File: src/rtl/pit_pkg.sv
package pit_pkg;

    typedef enum logic {
        ST_HALT = 1'b0,
        ST_RUN  = 1'b1
    } pit_state_e;

    typedef enum logic [1:0] {
        RA_CTRL  = 2'd0,
        RA_COUNT = 2'd1,
        RA_PRIO  = 2'd2,
        RA_VECT  = 2'd3
    } pit_addr_e;

    localparam int BUS_W    = 8;
    localparam int EN_BIT   = 5;
    localparam int FLAG_BIT = 7;

endpackage

File: src/rtl/pit_prescaler.sv
module pit_prescaler #(
    parameter int SEL_W      = 3,
    parameter int BASE_SHIFT = 5,
    parameter int FAST_DIV   = 2
) (
    input  logic             clk,
    input  logic             rst_n,
    input  logic             run,
    input  logic             restart,
    input  logic [SEL_W-1:0] req_sel,
    output logic             tick
);
    localparam int PHASE_W = BASE_SHIFT + (1 << SEL_W) - 1;

    logic [PHASE_W-1:0] phase_q;
    logic [SEL_W-1:0]   act_sel_q;
    logic               at_end;

    // Last phase value of a period for a given select
    function automatic logic [PHASE_W-1:0] last_phase(input logic [SEL_W-1:0] s);
        logic [PHASE_W:0] span;
        if (s == '0)
            span = (PHASE_W+1)'(FAST_DIV);
        else
            span = (PHASE_W+1)'(1) << (BASE_SHIFT + int'(s));
        return PHASE_W'(span - (PHASE_W+1)'(1));
    endfunction

    assign at_end = (phase_q == last_phase(act_sel_q));
    assign tick   = run && !restart && at_end;

    always_ff @(posedge clk or negedge rst_n) begin
        if (!rst_n) begin
            phase_q   <= '0;
            act_sel_q <= '0;
        end else if (restart) begin
            phase_q   <= '0;
            act_sel_q <= req_sel;
        end else if (run) begin
            if (at_end) begin
                phase_q   <= '0;
                act_sel_q <= req_sel;   // new select only at a boundary
            end else begin
                phase_q   <= phase_q + PHASE_W'(1);
            end
        end
    end

    // Phase never leaves the period of the active select
    assert_phase_bounded_R9: assert property (@(posedge clk) disable iff (!rst_n)
        phase_q <= last_phase(act_sel_q));

    // No period is shorter than two clocks
    assert_tick_spacing_R2: assert property (@(posedge clk) disable iff (!rst_n)
        tick |=> !tick);

    // Holding run low freezes the phase
    assert_phase_hold_R4: assert property (@(posedge clk) disable iff (!rst_n)
        (!run && !restart) |=> $stable(phase_q));

endmodule

File: src/rtl/pit_counter.sv
module pit_counter #(
    parameter int CNT_W = 8
) (
    input  logic             clk,
    input  logic             rst_n,
    input  logic             tick,
    input  logic             load,
    input  logic [CNT_W-1:0] load_val,
    output logic [CNT_W-1:0] count,
    output logic             wrap
);
    logic [CNT_W-1:0] count_q;

    assign count = count_q;
    assign wrap  = tick && !load && (count_q == '1);

    always_ff @(posedge clk or negedge rst_n) begin
        if (!rst_n)
            count_q <= '0;
        else if (load)
            count_q <= load_val;
        else if (tick)
            count_q <= count_q + CNT_W'(1);
    end

    assert_step_one_R5: assert property (@(posedge clk) disable iff (!rst_n)
        (tick && !load) |=> count_q == CNT_W'($past(count_q) + CNT_W'(1)));

    assert_load_wins_R11: assert property (@(posedge clk) disable iff (!rst_n)
        load |=> count_q == $past(load_val));

    assert_idle_hold_R4: assert property (@(posedge clk) disable iff (!rst_n)
        (!tick && !load) |=> $stable(count_q));

endmodule

File: src/rtl/pit_ctrl.sv
module pit_ctrl
    import pit_pkg::*;
#(
    parameter int SEL_W = 3
) (
    input  logic             clk,
    input  logic             rst_n,
    input  logic             ctrl_wr,
    input  logic [BUS_W-1:0] wdata,
    input  logic             wrap,
    output logic             run,
    output logic [SEL_W-1:0] sel,
    output logic             flag,
    output logic             irq_req
);
    pit_state_e       state_q, state_d;
    logic [SEL_W-1:0] sel_q;
    logic             flag_q;
    logic             irq_q;

    // Next-state logic: arm / disarm
    always_comb begin
        state_d = state_q;
        unique case (state_q)
            ST_HALT: if (ctrl_wr && wdata[EN_BIT])  state_d = ST_RUN;
            ST_RUN:  if (ctrl_wr && !wdata[EN_BIT]) state_d = ST_HALT;
            default: state_d = ST_HALT;
        endcase
    end

    // State register
    always_ff @(posedge clk or negedge rst_n) begin
        if (!rst_n) state_q <= ST_HALT;
        else        state_q <= state_d;
    end

    // Outputs of the machine
    always_comb begin
        run     = (state_q == ST_RUN);
        sel     = sel_q;
        flag    = flag_q;
        irq_req = irq_q;
    end

    always_ff @(posedge clk or negedge rst_n) begin
        if (!rst_n) begin
            sel_q  <= '0;
            flag_q <= 1'b0;
            irq_q  <= 1'b0;
        end else begin
            irq_q <= wrap;
            if (ctrl_wr)
                sel_q <= wdata[SEL_W-1:0];
            if (wrap)
                flag_q <= 1'b1;
            else if (ctrl_wr && !wdata[FLAG_BIT])
                flag_q <= 1'b0;
        end
    end

    assert_req_single_R5: assert property (@(posedge clk) disable iff (!rst_n)
        irq_q |=> !irq_q);

    assert_flag_with_req_R8: assert property (@(posedge clk) disable iff (!rst_n)
        irq_q |-> flag_q);

    assert_flag_clear_by_write_R8: assert property (@(posedge clk) disable iff (!rst_n)
        $fell(flag_q) |-> $past(ctrl_wr && !wdata[FLAG_BIT]));

    assert_enable_follows_write_R4: assert property (@(posedge clk) disable iff (!rst_n)
        ctrl_wr |=> (run == $past(wdata[EN_BIT])));

endmodule

File: src/rtl/pit_regs.sv
module pit_regs
    import pit_pkg::*;
#(
    parameter int LEVEL_W = 4,
    parameter int VEC_W   = 7
) (
    input  logic               clk,
    input  logic               rst_n,
    input  logic               wr,
    input  logic [1:0]         addr,
    input  logic [BUS_W-1:0]   wdata,
    input  logic [BUS_W-1:0]   ctrl_byte,
    input  logic [BUS_W-1:0]   count_byte,
    output logic [BUS_W-1:0]   rdata,
    output logic [LEVEL_W-1:0] level,
    output logic [VEC_W-1:0]   vector
);
    logic [BUS_W-1:0] prio_q;
    logic [BUS_W-1:0] vect_q;

    always_ff @(posedge clk or negedge rst_n) begin
        if (!rst_n) begin
            prio_q <= '0;
            vect_q <= '0;
        end else if (wr) begin
            if (pit_addr_e'(addr) == RA_PRIO) prio_q <= wdata;
            if (pit_addr_e'(addr) == RA_VECT) vect_q <= wdata;
        end
    end

    assign level  = prio_q[BUS_W-1 -: LEVEL_W];
    assign vector = vect_q[VEC_W-1:0];

    always_comb begin
        unique case (pit_addr_e'(addr))
            RA_CTRL:  rdata = ctrl_byte;
            RA_COUNT: rdata = count_byte;
            RA_PRIO:  rdata = prio_q;
            RA_VECT:  rdata = vect_q;
            default:  rdata = '0;
        endcase
    end

    assert_prio_write_R6: assert property (@(posedge clk) disable iff (!rst_n)
        (wr && pit_addr_e'(addr) == RA_PRIO) |=> level == $past(wdata[BUS_W-1 -: LEVEL_W]));

endmodule

File: src/rtl/pit_timer.sv
module pit_timer
    import pit_pkg::*;
#(
    parameter int SEL_W      = 3,
    parameter int BASE_SHIFT = 5,
    parameter int FAST_DIV   = 2,
    parameter int LEVEL_W    = 4,
    parameter int VEC_W      = 7
) (
    input  logic               clk,
    input  logic               rst_n,
    input  logic               bus_wr,
    input  logic [1:0]         bus_addr,
    input  logic [7:0]         bus_wdata,
    output logic [7:0]         bus_rdata,
    output logic               irq_req,
    output logic [LEVEL_W-1:0] irq_level,
    output logic [VEC_W-1:0]   irq_vector
);
    logic             ctrl_wr, cnt_wr;
    logic             run, flag, tick, wrap;
    logic [SEL_W-1:0] sel;
    logic [BUS_W-1:0] count;
    logic [BUS_W-1:0] ctrl_byte;

    assign ctrl_wr = bus_wr && (pit_addr_e'(bus_addr) == RA_CTRL);
    assign cnt_wr  = bus_wr && (pit_addr_e'(bus_addr) == RA_COUNT);

    always_comb begin
        ctrl_byte                = '0;
        ctrl_byte[SEL_W-1:0]     = sel;
        ctrl_byte[EN_BIT]        = run;
        ctrl_byte[FLAG_BIT]      = flag;
    end

    pit_ctrl #(.SEL_W(SEL_W)) ctrl_i (
        .clk     (clk),
        .rst_n   (rst_n),
        .ctrl_wr (ctrl_wr),
        .wdata   (bus_wdata),
        .wrap    (wrap),
        .run     (run),
        .sel     (sel),
        .flag    (flag),
        .irq_req (irq_req)
    );

    pit_prescaler #(
        .SEL_W      (SEL_W),
        .BASE_SHIFT (BASE_SHIFT),
        .FAST_DIV   (FAST_DIV)
    ) pre_i (
        .clk     (clk),
        .rst_n   (rst_n),
        .run     (run),
        .restart (cnt_wr),
        .req_sel (sel),
        .tick    (tick)
    );

    pit_counter #(.CNT_W(BUS_W)) cnt_i (
        .clk      (clk),
        .rst_n    (rst_n),
        .tick     (tick),
        .load     (cnt_wr),
        .load_val (bus_wdata),
        .count    (count),
        .wrap     (wrap)
    );

    pit_regs #(.LEVEL_W(LEVEL_W), .VEC_W(VEC_W)) regs_i (
        .clk        (clk),
        .rst_n      (rst_n),
        .wr         (bus_wr),
        .addr       (bus_addr),
        .wdata      (bus_wdata),
        .ctrl_byte  (ctrl_byte),
        .count_byte (count),
        .rdata      (bus_rdata),
        .level      (irq_level),
        .vector     (irq_vector)
    );

    assert_halt_freeze_R4: assert property (@(posedge clk) disable iff (!rst_n)
        (!run && !cnt_wr) |=> $stable(count));

    assert_req_means_zero_R5: assert property (@(posedge clk) disable iff (!rst_n)
        (!cnt_wr && tick && count == 8'hFF) |=> (irq_req && count == 8'h00));

    assert_no_req_on_load_R11: assert property (@(posedge clk) disable iff (!rst_n)
        cnt_wr |=> !irq_req);

endmodule

File: config.mk
export PLATFORM = sky130hd
export DESIGN_NAME = pit_timer
export DESIGN_NICKNAME = d
export VERILOG_FILES = /design/src/rtl/pit_pkg.sv /design/src/rtl/pit_prescaler.sv /design/src/rtl/pit_counter.sv /design/src/rtl/pit_ctrl.sv /design/src/rtl/pit_regs.sv /design/src/rtl/pit_timer.sv
export SDC_FILE = /design/constraint.sdc
export NUM_CORES = 1
export LEC_CHECK = 0
export CORE_MARGIN = 2
export CORE_UTILIZATION = 40
export DETAILED_ROUTE_END_ITERATION = 6
export GPL_TIMING_DRIVEN = 0
export PLACE_DENSITY = 0.66
export SYNTH_ARGS = -nofsm -noshare
export SYNTH_HDL_FRONTEND = slang
export SYNTH_HIERARCHICAL = 1
export SYNTH_SLANG_ARGS = --single-unit
File: constraint.sdc
create_clock -name clk -period 4.1 [get_ports clk]
set_input_delay 0.41 -clock clk [delete_from_list [all_inputs] [get_ports clk]]
set_output_delay 0.41 -clock clk [all_outputs]
set_load 0.02 [all_outputs]
==> results of run 1 <==
per-layer routing:
metal / vias up / GRT usage / wire length, µm
met3: 7 / 0.0282 / 137
met2: 27 / 0.276 / 2750
met1: 942 / 0.202 / 2500
met5: - / 0 / 0
met4: 0 / 0.0447 / 63
li1: 925 / - / -
worst max path at each step:
stage | end | slack, ps
floorplan | cnt_i/count[7] | 880
global placement | cnt_i/count[7] | 510
detailed placement | cnt_i/count[7] | 460
CTS | cnt_i/count[7] | 420
global route | cnt_i/count[7] | 250
finish | cnt_i/count[7] | 460
Yosys cell counts, types with 3 or more instances:
| library cell | count | share of area |
|---|---|---|
| nand3_1 | 7 | 0.013 |
| buf_6 | 3 | 0.013 |
| buf_4 | 14 | 0.040 |
| and3_1 | 9 | 0.021 |
| buf_2 | 3 | 0.0057 |
| nor2_1 | 14 | 0.020 |
| dfrtp_1 | 45 | 0.43 |
| xnor2_1 | 8 | 0.026 |
| clkbuf_1 | 4 | 0.0057 |
| o21ai_0 | 8 | 0.015 |
| mux2_2 | 22 | 0.094 |
| a21oi_1 | 6 | 0.011 |
| nand4_1 | 5 | 0.012 |
| nor3_1 | 5 | 0.0095 |
| nand2b_1 | 3 | 0.0071 |
| ha_1 | 3 | 0.014 |
| nand2_1 | 16 | 0.023 |
| mux4_1 | 8 | 0.079 |
| inv_1 | 5 | 0.0071 |
| xor2_1 | 9 | 0.030 |
cell type report:
type,count,area share
Clock inverter,3,0.0156
Clock buffer,5,0.0214
Timing Repair Buffer,34,0.107
Multi-Input combinational cell,163,0.417
Sequential cell,45,0.350
Buffer,24,0.0526
Inverter,5,0.00584
Tap cell,77,0.0300
where the power goes:
| group | internal (mW) | total [mW] | switching [mW] |
|---|---|---|---|
| Clock | 0.187 | 0.360 | 0.173 |
| Combinational | 0.264 | 0.494 | 0.230 |
| Sequential | 0.525 | 0.597 | 0.0724 |
| Total | 0.976 | 1.45 | 0.476 |
per-stage QoR:
stage                util  worst slack (ps)  instance area (µm²)  hold slack [ps]
floorplan               -               885                 2650              114
global placement    0.481               513                 3070              456
detailed placement  0.483               463                 3080              295
CTS                 0.503               420                 3210              498
global route        0.503               251                 3210              524
finish              0.503               460                 3210              490
flip-flops by register name (all words and copies together) (netlist names), named ones only:
name             cells
pre_i/phase_q       12
ctrl_i/sel           3
regs_i/prio_q        8
cnt_i/count          8
regs_i/vect_q        8
pre_i/act_sel_q      3
ctrl_i/irq_req       1
ctrl_i/flag          1
worst max-delay path: stages (launching register included):
cell	delay, ps
dfrtp_1	380
buf_6	140
or3_4	400
ha_1	200
clkbuf_1	200
nand3b_1	200
a2111oi_0	500
o311ai_0	340
nor3b_1	270
buf_4	190
nand4_2	170
or4_1	500
nand3_1	100
placed cells by master, fill, tap and decap left out, types with 8 or more instances in the layout:
master | Yosys | final
mux4_1 | 8 | 8
mux2_2 | 22 | 22
nor2_1 | 14 | 14
xnor2_1 | 8 | 8
nand2_1 | 16 | 16
xor2_1 | 9 | 9
and3_1 | 9 | 9
buf_4 | 14 | 14
o21ai_0 | 8 | 8
clkdlybuf4s50_1 | 0 | 31
dfrtp_1 | 45 | 45
timing repair:
item,CTS,global route
setup endpoints to repair,0,0
hold buffers,1,0
hold endpoints to repair,9,0
cell families (layout without fill, tap and decap cells):
family | Yosys count | after routing
flip-flops | 45 | 45
buffers and inverters | 29 | 71
multiplexers | 32 | 32
adder cells (fa/ha/maj) | 3 | 3
AND/OR/NAND/NOR | 77 | 77
AO/OA/AOI/OAI | 30 | 30
XOR/XNOR | 17 | 17
other | 2 | 4
==> impl_metrics.yaml, run 1 <==
sta:
  setup_viol: 0
  worst_pin_slew_ps: 721
  finClkSkew_ps: 8.53
  rsz0062_at_grt: "false"
  hold_violations: 0
  slew_viol_final: 0
  maxSlewHeadroom: 0.513
  tns_ps: 0
  post-route-period-util: 0.888
  final.min_clock_period_ps: 3640
  max_freq_mhz: 275
placed_design:
  globalplace.congestion: 0.748
  io_buffers: 32
  dp_cells: 347
  dp_hpwl_um: 3940
setup_path:
  crit_fanout: 10
  startpoint: "pre_i/act_sel_q[1]"
  reg2reg_from: "pre_i/act_sel_q[1]"
  rr_worst_depth: 12
  start_kind: "flop"
  cp-end-kind: "flop"
  cp.arrival_ps: 3890
  critPathKind: "flop to flop"
  r2r_end: "cnt_i/count[7]"
  required_ps: 4350
  regToRegSetupSlack_ps: 460
pwr:
  leakage_nw: 1.40
  ir_worst_vdd_mv: 0.241
  design_power_total_mw: 1.45
  power_density_nw_per_um2: 452
logic_synthesis:
  yosys.area_share.simple: 0.169
  synth_compound_area_frac: 0.0785
  synth-adder-area-share: 0.0142
  synth.distinct_cells: 51
  ys_seq_elements: 45
  synth_edf_count: 0
  synth_top_flop_cell: "dfrtp_1"
  syn-instance-count: 235
  synthArstFlopShare: 1.00
  synth_xor_area_frac: 0.0563
  synth-seq-area-share: 0.426
  syn-cell-area_um2: 2650
  muxShareOfSynthArea: 0.183
  avgSynthCellArea_um2: 11.3
  yosys_warnings: 6
  synth_top_family_by_area: "multiplexers"
routing:
  vias: 1901
  wl_um: 5450
  first_pass_iters: 4
  via_per_inst: 5.34
  drc: 0
  drt_iter0_markers: 45
  wl_per_cell_um: 15.3
  ant_nets: 0
floorplanning:
  rows: 29
  die_x_um: 85.3
  start_util: 0.414
  die-area_um2: 7280
  die_y_um: 85.3
  ioPinCount: 33
  coreArea_um2: 6390
final_layout:
  fin_nets: 294
  antenna_cells: 0
  multi_input_area_um2: 1340
  regArea_um2: 1130
  nFillCells: 587
  syn_to_final_growth_pct: 21.5
  layout-drive-gt1-share: 0.226
  stdcell_count: 356
clocking:
  cts_tree: "done"
  cts_resized: 0
  worstSkewPairLatency_ps: 310
  cts.clk_slew.worst_paths_ps: 100
  clock_sinks: 45
  postCtsSetupBuffers: 0
  cts_inserted_buffers: 5
  cts_max_level: 2
  cts_root_buf: "clkbuf_8"
  clock_tree.buffer_depth: 2
global_route:
  grt_max_degree: 37
  antenna_found_initial: 0
  grt_pass1_vias: 1872
  grt_pass1_wl_um: 9070
  grt_usage: 0.159
  gr-total-overflow: 0
hold_path:
  min_path_type: "input port to asynchronous set/reset pin"
run:
  cap_violations: 0
status:
  status: "finished, final reports clean"
Power figures use the tool's default switching activity.
==> run 2: changes to the inputs <==
--- a/config.mk
+++ b/config.mk
@@ -8,7 +8,6 @@
 export CORE_MARGIN = 2
 export CORE_UTILIZATION = 40
 export DETAILED_ROUTE_END_ITERATION = 6
-export GPL_TIMING_DRIVEN = 0
 export PLACE_DENSITY = 0.66
 export SYNTH_ARGS = -nofsm -noshare
 export SYNTH_HDL_FRONTEND = slang
==> constraint.sdc (replaced) <==
create_clock -name clk -period 4.06 [get_ports clk]
set_input_delay 0.406 -clock clk [delete_from_list [all_inputs] [get_ports clk]]
set_output_delay 0.406 -clock clk [all_outputs]
set_load 0.02 [all_outputs]
==> run 2 against run 1 <==
Via count shrank 4.7%. Critical path depth shrank 2. Clock-buffer cell count grew 1. Flip-flop and latch count is the same. Non-clock buffer count shrank 22. Cell count shrank 6.2%. Highest routed layer unchanged. Maximum frequency grew 3.4%. Clock skew grew 2.4 ps. Worst hold slack lost 230 ps.
==> impl_metrics.yaml, run 2 (same netlist as run 1, synthesis figures left out) <==
status:
  status: "finished, final reports clean"
final_layout:
  regMostFlops: "pre_i/phase_q"
  layout_commonest_cell: "dfrtp_1"
  final_cell_mix: "dfrtp_1, clkdlybuf4s50_1, mux2_2, nand2_1, nor2_1"
  fin_area_um2: 3020
  regArea_um2: 1130
  stdcell_count: 334
  syn_to_final_growth_pct: 14.3
  layout-drive-gt1-share: 0.179
  antenna_cells: 0
  fin_nets: 272
  largest_reg_flops: 12
  nFillCells: 587
  multi_input_area_um2: 1340
floorplanning:
  rows: 29
  die-area_um2: 7280
  ioPinCount: 33
  die_y_um: 85.3
  die_x_um: 85.3
  start_util: 0.414
  coreArea_um2: 6390
routing:
  wl_met2_um: 2540
  top_layer: "met4"
  wl_um: 5310
  first_pass_iters: 4
  wl_per_cell_um: 15.9
  vias: 1811
  drc: 0
  m1WireLength_um: 2530
  via_per_inst: 5.42
  wl_met3_um: 197
  ant_nets: 0
  drt_iter0_markers: 80
sta:
  worst_pin_slew_ps: 1020
  finClkSkew_ps: 10.9
  max_freq_mhz: 284
  rsz0062_at_grt: "false"
  tns_ps: 0
  hold_slack_ps: 262
  maxSlewHeadroom: 0.323
  hold_violations: 0
  slew_viol_final: 0
  post-route-period-util: 0.867
  final.min_clock_period_ps: 3520
  setup_viol: 0
global_route:
  gr-total-overflow: 0
  grt_pass1_vias: 1764
  antenna_found_initial: 0
  grt_usage: 0.156
  grt_max_degree: 46
  grt_pass1_wl_um: 8830
clocking:
  clock_sinks: 45
  cts_resized: 0
  ctsHoldBuffers: 0
  cts.clk_slew.worst_paths_ps: 90
  clock_tree.buffer_depth: 2
  cts_max_level: 2
  worstSkewPairLatency_ps: 310
  postCtsSetupBuffers: 0
  cts_root_buf: "clkbuf_8"
  cts_inserted_buffers: 5
  cts_tree: "done"
setup_path:
  crit_fanout: 12
  reg2reg_from: "pre_i/act_sel_q[0]"
  critPathKind: "flop to flop"
  start_kind: "flop"
  required_ps: 4310
  cp-endpoint: "cnt_i/count[7]"
  cp-end-kind: "flop"
  cp.arrival_ps: 3770
  r2r_end: "cnt_i/count[7]"
  regToRegSetupSlack_ps: 540
  rr_worst_depth: 10
  startpoint: "pre_i/act_sel_q[0]"
hold_path:
  min_path_type: "input port to asynchronous set/reset pin"
placed_design:
  dp_hpwl_um: 3700
  globalplace.congestion: 0.755
  dp_cells: 326
  io_buffers: 32
  place_area_um2: 2930
pwr:
  power_density_nw_per_um2: 448
  leakage_nw: 1.29
  ir_worst_vdd_mv: 0.224
run:
  cap_violations: 0
## run 2: changes by cell type in the layout (fill, tap and decap cells not counted), sizes merged
cell	previous run	this run
clkinv	1	0
clkbuf	9	6
buf	22	5
dlygate4sd3	1	0
bufinv	1	0
clkinvlp	0	1
## run 2: per-stage QoR
stage                      util  total power [mW]  setup WS [ps]
after floorplan               -             0.941            845
after global placement    0.458              1.05            695
after detailed placement  0.458              1.06            588
after CTS                 0.474              1.37            572
after global routing      0.474              1.44            336
final                     0.474              1.36            540
## run 2: area by class of cell
cell class,instances,share of cell area
clock buffer,6,0.0273
clock inverter,2,0.00538
inverter,5,0.00621
multi-input combinational,163,0.443
sequential,45,0.372
tap,77,0.0319
timing repair buffer,36,0.114
## run 2: worst min path at each step
stage	startpoint	end	slack (ps)
final	rst_n	pre_i/phase_q[8]	260
after detailed placement	ctrl_i/flag	ctrl_i/flag	470
after CTS	rst_n	regs_i/prio_q[5]	310
after global routing	rst_n	asynchronous set/reset pin	350
after floorplan	rst_n	cnt_i/count[0]	110
after global placement	ctrl_i/flag	ctrl_i/flag	470
## run 2: critical path: stages (launching register included)
cell	delay, ps
dfrtp_1	500
or3_4	430
ha_1	290
nand3b_1	190
a2111oi_0	530
o311ai_0	330
nor3b_1	260
buf_4	190
nand4_2	160
or4_1	490
nand3_1	90
## run 2: metal layers
| layer | track usage | up-vias |
|---|---|---|
| li1 | - | 883 |
| met1 | 0.210 | 880 |
| met2 | 0.254 | 41 |
| met3 | 0.0379 | 7 |
| met4 | 0.0346 | 0 |
| met5 | 0 | - |
## run 2: where the power goes
group | switching (mW) | internal [mW] | leakage [nW]
clock network | 0.165 | 0.140 | 0.0478
logic | 0.191 | 0.226 | 0.683
registers | 0.104 | 0.530 | 0.561
total | 0.459 | 0.896 | 1.29
==> run 3: changes to the inputs <==
--- a/config.mk
+++ b/config.mk
@@ -5,6 +5,7 @@
 export SDC_FILE = /design/constraint.sdc
 export NUM_CORES = 1
 export LEC_CHECK = 0
+export CORE_ASPECT_RATIO = 0.8
 export CORE_MARGIN = 2
 export CORE_UTILIZATION = 40
 export DETAILED_ROUTE_END_ITERATION = 6
==> run 3 against run 2 <==
Sequential share of layout area is 0.093 points higher. Setup slack worse by 52 ps. Maximum frequency shrank 1.4%. Flip-flop and latch count unchanged. Worst hold slack better by 17 ps. Largest power group unchanged. Combinational power up 1%. Global-route usage rose by 0.19 points. First-iteration DRC count rose by 110%. Cell area down 0.25%. Largest cell class unchanged. Cell count up 1.5%. Die area is essentially flat.
==> impl_metrics.yaml, run 3 (same netlist as run 1, synthesis figures left out) <==
pwr:
  p_comb_frac: 0.314
  p_switching_mw: 0.451
  clock_power_share: 0.212
  switching_share: 0.336
  ir_worst_vdd_mv: 0.226
  leakage_nw: 1.28
  p_int_mw: 0.891
  seqPwrFrac: 0.474
  power_density_nw_per_um2: 445
clocking:
  clock_tree.buffer_depth: 2
  cts.clk_slew.worst_paths_ps: 80
  cts_tree: "done"
  cts_inserted_buffers: 5
  worstSkewPairLatency_ps: 300
  cts_root_buf: "clkbuf_8"
  ctsHoldBuffers: 0
  cts_resized: 0
  clock_sinks: 45
  cts_max_level: 2
  postCtsSetupBuffers: 0
placed_design:
  dp_hpwl_um: 3720
  globalplace.congestion: 0.869
  place_area_um2: 2930
  io_buffers: 32
sta:
  rsz0062_at_grt: "false"
  max_freq_mhz: 280
  setup_viol: 0
  maxSlewHeadroom: 0.311
  finClkSkew_ps: 9.05
  final.min_clock_period_ps: 3570
  slew_viol_final: 0
  hold_violations: 0
  worst_pin_slew_ps: 1030
  tns_ps: 0
  post-route-period-util: 0.880
final_layout:
  layout-drive-gt1-share: 0.173
  final_cell_mix: "dfrtp_1, clkdlybuf4s50_1, mux2_2, nand2_1, nor2_1"
  regArea_um2: 1130
  layout_commonest_cell: "dfrtp_1"
  syn_to_final_growth_pct: 14.0
  fin_area_um2: 3020
  antenna_cells: 0
  multi_input_area_um2: 1340
  fin_nets: 271
  regMostFlops: "pre_i/phase_q"
  largest_reg_flops: 12
  nFillCells: 596
floorplanning:
  die-area_um2: 7280
  die_y_um: 76.7
  ioPinCount: 33
  coreArea_um2: 6380
  die_x_um: 94.9
  start_util: 0.415
  rows: 26
global_route:
  antenna_found_initial: 0
  grt_pass1_vias: 1781
  grt_max_degree: 46
  grt_pass1_wl_um: 8910
  gr-total-overflow: 0
  grt_usage: 0.157
setup_path:
  required_ps: 4290
  critPathKind: "flop to flop"
  cp-end-kind: "flop"
  start_kind: "flop"
  crit_fanout: 12
  cp.arrival_ps: 3810
status:
  status: "finished, final reports clean"
routing:
  drc: 0
  via_per_inst: 5.39
  first_pass_iters: 4
  wl_per_cell_um: 15.6
  wl_um: 5280
  ant_nets: 0
  drt_iter0_markers: 167
  vias: 1826
run:
  cap_violations: 0
hold_path:
  min_path_type: "input port to asynchronous set/reset pin"
[run 3: cell types whose count changed in the layout (fill, tap and decap cells not counted)]
cell and delta:
buf_4 -1, inv_6 -1
[run 3: path summary, 6_finish.rpt]
kind                                    start          endpoint  slack [ps]  depth (start not counted)
max                        pre_i/act_sel_q[0]    cnt_i/count[7]         490                         10
min                                     rst_n    ctrl_i/irq_req         280                          1
max reg2reg                pre_i/act_sel_q[0]    cnt_i/count[7]         490                         10
min reg2reg                       ctrl_i/flag       ctrl_i/flag         480                          1
max in group asynchronous               rst_n  pre_i/phase_q[3]        3140                          1
min in group clk                  ctrl_i/flag       ctrl_i/flag         480                          1
[run 3: metal layers]
metal | global-route usage | vias to the layer above | share of wire
li1 | - | 871 | -
met1 | 0.252 | 899 | 0.51
met2 | 0.211 | 47 | 0.42
met3 | 0.0265 | 9 | 0.048
met4 | 0.0551 | 0 | 0.019
met5 | 0 | - | 0
[run 3: power by group through the flow]
stage	Clock (mW)	Combinational, mW	Sequential (mW)
2_1_floorplan	0	0.352	0.589
6_report	0.285	0.421	0.636
5_1_grt	0.314	0.462	0.653
3_5_place_dp	0	0.422	0.643
3_3_place_gp	0	0.416	0.637
4_1_cts	0.296	0.423	0.635
[run 3: layout make-up]
cell class                 count  share of cell area
clock inverter                 1             0.00249
clock buffer                   6              0.0274
tap                           84              0.0348
inverter                       5             0.00622
multi-input combinational    163               0.444
timing repair buffer          35               0.112
sequential                    45               0.373
[run 3: critical path, cell delays in order, from the launching register on]
cell       delay, ps
dfrtp_1          510
or3_4            440
ha_1             300
nand3b_1         190
a2111oi_0        510
o311ai_0         320
nor3b_1          270
buf_4            190
nand4_2          170
or4_1            500
nand3_1          110
[run 3: per-stage QoR]
step	cells	power (mW)	util	hold slack (ps)	worst slack, ps
after floorplan	237	0.941	-	110	845
after global placement	332	1.05	0.459	456	691
after detailed placement	332	1.07	0.459	464	537
after CTS	339	1.35	0.473	305	504
after global routing	339	1.43	0.473	352	172
final	339	1.34	0.473	279	488
